[config.mk]
export PLATFORM = sky130hd
export DESIGN_NAME = pit_channel
export DESIGN_NICKNAME = d
export VERILOG_FILES = /design/src/rtl/pit_channel.sv
export SDC_FILE = /design/constraint.sdc
export NUM_CORES = 1
export LEC_CHECK = 0
export BUFFER_PORTS_ARGS = -buffer_cell sky130_fd_sc_hd__buf_2
export CELL_PAD_IN_SITES_DETAIL_PLACEMENT = 1
export CELL_PAD_IN_SITES_GLOBAL_PLACEMENT = 2
export CORE_MARGIN = 4
export CORE_UTILIZATION = 30
export CTS_CLUSTER_DIAMETER = 100
export DETAILED_ROUTE_END_ITERATION = 12
export PLACE_DENSITY_LB_ADDON = 0.1
export SLEW_MARGIN = 40
export SYNTH_ARGS = -nofsm -noshare
export SYNTH_HDL_FRONTEND = slang
export SYNTH_SLANG_ARGS = --single-unit
[constraint.sdc]
create_clock -name clk -period 3.73 [get_ports clk]
set_input_delay 0.373 -clock clk [delete_from_list [all_inputs] [get_ports clk]]
set_output_delay 0.373 -clock clk [all_outputs]
set_load 0.05 [all_outputs]
[src/rtl/pit_channel.sv]
module pit_channel #(
  parameter int W = 16
) (
  input  logic         clk,
  input  logic         rst_n,
  input  logic         tick,
  input  logic         load,
  input  logic [2:0]   mode,
  input  logic [W-1:0] reload,
  output logic [W-1:0] count,
  output logic         out_pin,
  output logic         out_evt
);
  localparam logic [W-1:0] FULL   = '1;
  localparam logic [1:0]   S_IDLE = 2'd0;
  localparam logic [1:0]   S_PEND = 2'd1;
  localparam logic [1:0]   S_RUN  = 2'd2;

  logic [1:0]   st;
  logic [2:0]   cur_mode;
  logic [W-1:0] rld;

  wire          sq        = (cur_mode == 3'd3);
  wire [W-1:0]  rld_even  = sq ? {rld[W-1:1], 1'b0} : rld;
  wire [W-1:0]  start_val = (rld_even == '0) ? FULL : rld_even;
  wire          wrap_full = (cur_mode == 3'd0) || (cur_mode == 3'd4);
  wire [W-1:0]  next_base = wrap_full ? FULL : start_val;
  wire [W-1:0]  step      = sq ? W'(2) : W'(1);
  wire          expire    = (count <= step);
  wire [W-1:0]  carry     = step - count;
  wire [W-1:0]  after_exp = next_base - carry;
  wire          keep_run  = (mode == 3'd2) && (cur_mode == 3'd2) && (st == S_RUN);

  always_ff @(posedge clk) begin
    if (!rst_n) begin
      st       <= S_IDLE;
      cur_mode <= 3'd0;
      rld      <= '0;
      count    <= '0;
      out_pin  <= 1'b0;
      out_evt  <= 1'b0;
    end else begin
      out_evt <= 1'b0;
      if (load) begin
        rld      <= reload;
        cur_mode <= mode;
        if (mode > 3'd4) begin
          st <= S_IDLE;
        end else begin
          if (!keep_run) st <= S_PEND;
          out_pin <= (mode != 3'd0);
        end
      end else if (tick) begin
        case (st)
          S_PEND: begin
            count <= start_val;
            st    <= S_RUN;
          end
          S_RUN: begin
            if (!expire) begin
              count <= count - step;
            end else begin
              count <= after_exp;
              case (cur_mode)
                3'd0, 3'd1: if (!out_pin) begin
                  out_pin <= 1'b1;
                  out_evt <= 1'b1;
                end
                3'd2: out_evt <= 1'b1;
                3'd3: begin
                  out_pin <= !out_pin;
                  out_evt <= !out_pin;
                end
                3'd4: if (out_pin) begin
                  out_pin <= 1'b0;
                  out_evt <= 1'b1;
                end
                default: ;
              endcase
            end
          end
          default: ;
        endcase
      end
    end
  end
endmodule


# Word level (Yosys, flattened, before mapping)

Index checks and enable logic that the tools add are counted.
W data, S select, Z words.

Register bits after elaboration: 39
Latch bits: 0
RAM bits: 0
Memory bits (read-only): 0
Input port bits: 23
Output and inout bits: 18
Word-level logic and storage cells: 63
Memories kept: 0

$add $sub $neg: 3
Multiply operators: 0
Divide/modulo/power cells: 0
Magnitude comparators: 2
Eq/ne operators: 9
Shifts and indexed selects: 0
Multiplexer cells: 20
Bitwise operators: 5
Reduce and logical (&&, ||, !) cells: 18

Operator list:

| kind                 | count |
|---|---|
| $mux W16             | 3 |
| $pmux W16 S2         | 1 |
| $le A16 B2 Y1        | 1 |
| $logic_not A16 Y1    | 1 |
| $sub A16 B16 Y16     | 1 |
| $sub A16 B2 Y16      | 1 |
| $sub A2 B16 Y16      | 1 |
| $mux W2              | 6 |
| $reduce_bool A2 Y1   | 5 |
| $eq A3 B2 Y1 const B | 3 |
| $mux W1              | 8 |
| $reduce_and A3 Y1    | 2 |
| $not A1 Y1           | 5 |
| $reduce_and A5 Y1    | 1 |
| $reduce_or A5 Y1     | 1 |
| $pmux W1 S4          | 1 |
| $reduce_bool A4 Y1   | 1 |
| $eq A3 B1 Y1 const B | 1 |
| $eq A3 B3 Y1 const B | 1 |
| $gt A3 B3 Y1 const B | 1 |
| $logic_not A3 Y1     | 1 |
| $ne A3 B2 Y1 const B | 1 |
| $pmux W1 S3          | 1 |
| $reduce_bool A3 Y1   | 1 |
| other kinds (7)      | 8 |

# Logic depth before layout (Yosys ltp)

Word-level depth: 8
Mapped depth: 15
Depth with buffers taken out: 14

# Worst setup path before layout

No wires, ideal clock.

Kind: reg-to-reg
From: register cur_mode[2]
To: register count[14]
Arrival time: 3.283 ns
Required time: 3.614 ns
Slack: 0.330 ns
Cell stages (with the launch flop): 13
Path buffers: 0
Cells stage by stage: dfxtp_1 -> nand3b_1 -> nand2_1 -> a21o_1 -> or2_2 -> fa_1 -> fa_1 -> a21o_1 -> a22oi_1 -> o2111ai_1 -> a221oi_1 -> xnor2_1 -> o211a_1

Cells in the longest elaborated chain, start to end: 8
Elaborated cells between the ends (all ways): 15
Classes of those cells: add/sub: 3; order compare: 1; eq/ne: 2; mux: 6; reduce/logical: 3

Ends and longest elaborated chain:

| item                                                    | RTL line | text |
|---|---|---|
| start, declared                                         | 20       | `logic [2:0] cur_mode;` |
| start signal, assigned                                  | 46       | `cur_mode <= mode;` |
| branches (longest 7 deep; another with $sub A2 B16 Y16) | --       |  |
| $pmux W16 S2 (*)                                        | 54       | `case (st)` |
| end signal, assigned                                    | 56       | `count <= start_val;` |
| end signal, assigned                                    | 61       | `count <= count - step;` |
| end signal, assigned                                    | 63       | `count <= after_exp;` |
| end, declared                                           | 10       | `output logic [W-1:0] count,` |

Every way passes the cells marked *.
A chain may end at the register's enable or synchronous reset.

# Worst setup path in the final report

From: register rld[15]
To: register count[14]

Cells in the longest elaborated chain, start to end: 6

Ends and longest elaborated chain:

| item                   | RTL line | text |
|---|---|---|
| start, declared        | 21       | `logic [W-1:0] rld;` |
| start signal, assigned | 45       | `rld <= reload;` |
| $logic_not A16 Y1 (*)  | 25       | `wire [W-1:0] start_val = (rld_even == '0) ? FULL : rld_even;` |
| $mux W16 (*)           | 25       |  |
| $mux W16               | 27       | `wire [W-1:0] next_base = wrap_full ? FULL : start_val;` |
| $sub A16 B16 Y16       | 31       | `wire [W-1:0] after_exp = next_base - carry;` |
| $mux W16               | 60       | `if (!expire) begin` |
| $pmux W16 S2 (*)       | 54       |  |

Mark *: on every way between the ends. The rest lies on a longest branch, timed or not.

==> flow_summary.yaml <==
power:
  p_per_area_nw_per_um2: 395
  p_sw_share_pct: 39.5
  p_seq_share_pct: 28.8
  power_mw: 1.58
  power_frac_clock_pct: 28.6
  switchingPower_mw: 0.625
  total_leakage_power_nw: 1.85
  p_comb_share_pct: 42.6
  ir_worst_vdd_v: 0.000175
  p_int_mw: 0.958
worst_setup_path:
  worstPathRequired_ps: 3920
  cp_max_fo: 4
  critPathSlowestCell: "fa_1"
  reg2regPathDepth: 12
  worstSetupEndpointType: "flop"
  worstSetupStartpointType: "flop"
  cp_data_arrival_time_ps: 3750
  cp_cell_sequence: "nor4_2 > and4_1 > a21o_1 > or2_2 > fa_1 > fa_1 > a21o_1 > a22oi_2 > o2111ai_1 > a221oi_1 > xnor2_1 > o211a_1"
  critPathKind: "reg -> reg"
  slowest_delay_ps: 470
synth:
  syn_nets: 484
  synth_edf_count: 0
  synth_warnings: 0
  synth_area_per_cell_um2: 8.00
  yosysMostFrequentCell: "inv_1"
  synth-async-reset-ratio_pct: 0
  synthFlopType: "dfxtp_1"
  syn_inst: 425
  seq_area_frac_synth_pct: 23.0
  synth_common_cells: "47 x inv_1, 40 x nor2_1, 39 x dfxtp_1, 33 x ha_1, 24 x nand2_1"
  synth_area_um2: 3400
  ys_types: 60
  synth_top_area_share_pct: 23.0
  synth_largest_area_cell: "dfxtp_1"
  synth_area_leaders: "dfxtp_1 23%, ha_1 12%, mux2i_1 6.5%"
  ys_seq_elements: 39
routing:
  dr.pass1.iters: 4
  drt-met1-wl_um: 5870
  drc: 0
  highest_layer: "met4"
  wire_per_inst_um: 19.6
  dr_wl_met3_um: 420
  dr_wl_met2_um: 5510
  vias: 3294
  antenna_left: 0
  wl_um: 12100
  drt_iter0_markers: 166
  vias_per_cell: 5.34
timing:
  finalCriticalPeriod_ps: 3550
  fin_skew_ps: 6.69
  slew_viol_final: 0
  final.setup.tns_ps: 0
  hold_viol: 0
  worst_slack_ps: 176
  relSlewSlack_pct: 53.3
  tightestPinTransition_ps: 700
  max_freq_mhz: 281
  setup_viol: 0
  rsz0062_at_grt: "false"
  min_period_over_period_pct: 95.3
grt:
  antenna_found_initial: 0
  grt_start_max_net_pins: 41
  grt_pass1_vias: 3414
  grt_pass1_wl_um: 19100
  grt_usage_pct: 19.0
  overflow: 0
floorplan:
  die_h_um: 114
  die_width_um: 114
  core_region_area_um2: 11000
  rows: 38
  die_area_um2: 13100
  ios: 41
  start_util_pct: 30.9
clock_tree:
  cts.sinks: 39
  htreeDepth: 2
  clk_path_buf_depth: 2
  cts_inserted_buffers: 5
  worstSkewPairLatency_ps: 300
  clockRootBuffer: "clkbuf_16"
  cts_hold_buffers: 0
  cts_tree: "yes"
  cts.reportedPaths.clkPinSlew_ps: 70
finish:
  areaGrowthSynthToFinish_pct: 17.9
  finish.instance_area_um2: 4010
  final_nets: 535
  layoutNonFillerInstCount: 617
  fillers: 1357
  antenna_cells: 0
  layout-drive-gt1-share_pct: 17.8
placement:
  place_inst: 609
  hpwl_um: 9320
  place_congestion: 0.822
  place_area_um2: 3850
  pre_cts_ws_ps: 53.9
  placement.io_buffers: 40
run:
  maxCapViolCount: 0
hold_path:
  hold_class: "in -> reg"
  min_delay_path_depth: 3
outcome:
  status: "complete, no violations"
==> worst max-delay path, delay by kind of cell (launching register included) <==
kind | cells | cell delay (ps)
xor+xnor | 1 | 100
fa+ha+maj | 2 | 930
compound gates | 6 | 1300
flops | 1 | 350
simple gates | 3 | 770
==> final timing paths <==
kind                                           start                endpoint  slack, ps
worst max-delay path            rld[15]$_SDFFE_PN0P_  count[14]$_SDFFE_PN0P_        180
worst max register to register  rld[15]$_SDFFE_PN0P_  count[14]$_SDFFE_PN0P_        180
worst min register to register  out_pin$_SDFFE_PN0P_    out_pin$_SDFFE_PN0P_        530
worst min-delay path                      reload[12]    rld[12]$_SDFFE_PN0P_        330
==> cells in the final DEF (no fill, tap or decap), types with 5 or more instances in the layout <==
| master | Yosys | routed |
|---|---|---|
| inv_1 | 47 | 47 |
| nor4_1 | 10 | 9 |
| nand2b_1 | 9 | 9 |
| a21o_1 | 7 | 7 |
| clkbuf_16 | 0 | 5 |
| a21oi_1 | 18 | 18 |
| nor2b_1 | 21 | 21 |
| xor2_1 | 5 | 5 |
| mux2i_1 | 22 | 22 |
| a31oi_1 | 7 | 7 |
| ha_1 | 33 | 33 |
| nor3_1 | 6 | 6 |
| o221ai_1 | 7 | 7 |
| o21ai_0 | 20 | 20 |
| dfxtp_1 | 39 | 39 |
| buf_2 | 0 | 40 |
| buf_4 | 0 | 20 |
| and3_1 | 5 | 5 |
| nand2_1 | 24 | 24 |
| nand4_1 | 6 | 6 |
| nor2_1 | 40 | 40 |
| xnor2_1 | 17 | 17 |
==> area by class of cell <==
class	instances	area, um2	share of cell area (%)
sequential	39	781	19.5
clock inverter	3	20.0	0.500
timing repair buffer	60	350	8.75
multi-input combinational	323	2380	59.4
inverter	47	176	4.40
clock buffer	5	125	3.12
tap	140	175	4.37
==> registers in the layout (all words and copies together) (netlist names) <==
| register | flops |
|---|---|
| count | 16 |
| cur_mode | 3 |
| out_evt | 1 |
| out_pin | 1 |
| rld | 16 |
| st | 2 |
==> power groups by stage <==
stage	logic, mW	clock network, mW	registers [mW]
after floorplan	0.468	0	0.482
after global placement	0.665	0	0.463
after detailed placement	0.669	0	0.464
after CTS	0.675	0.470	0.455
after global routing	0.754	0.480	0.458
final	0.674	0.453	0.455
==> kinds of logic (layout without fill, tap and decap cells) <==
logic type / after synthesis / in the layout / share of synthesized area [%]
multiplexers: 22 / 22 / 6.48
buffers and inverters: 63 / 115 / 7.40
flip-flops: 39 / 39 / 23.0
AND/OR/NAND/NOR: 146 / 146 / 23.9
adder cells (fa/ha/maj): 36 / 36 / 13.9
XOR/XNOR: 22 / 22 / 5.67
AO/OA/AOI/OAI: 97 / 97 / 19.7
==> stage by stage <==
stage | hold WS [ps] | utilization, %
2_1_floorplan | 497 | -
3_3_place_gp | 512 | 35.0
3_5_place_dp | 512 | 35.0
4_1_cts | 328 | 36.4
5_1_grt | 346 | 36.5
6_report | 331 | 36.5
==> routing by layer <==
metal,global-route usage (%),up-vias
met2,30.7,62
met1,25.9,1607
met5,0,-
met3,2.70,16
li1,-,1609
met4,6.41,0
==> repair_timing <==
action	in CTS	in global routing
setup endpoints to repair	0	8
resized for setup	0	2
setup buffers	0	0
Note: power is estimated with default switching activity, not from simulation.
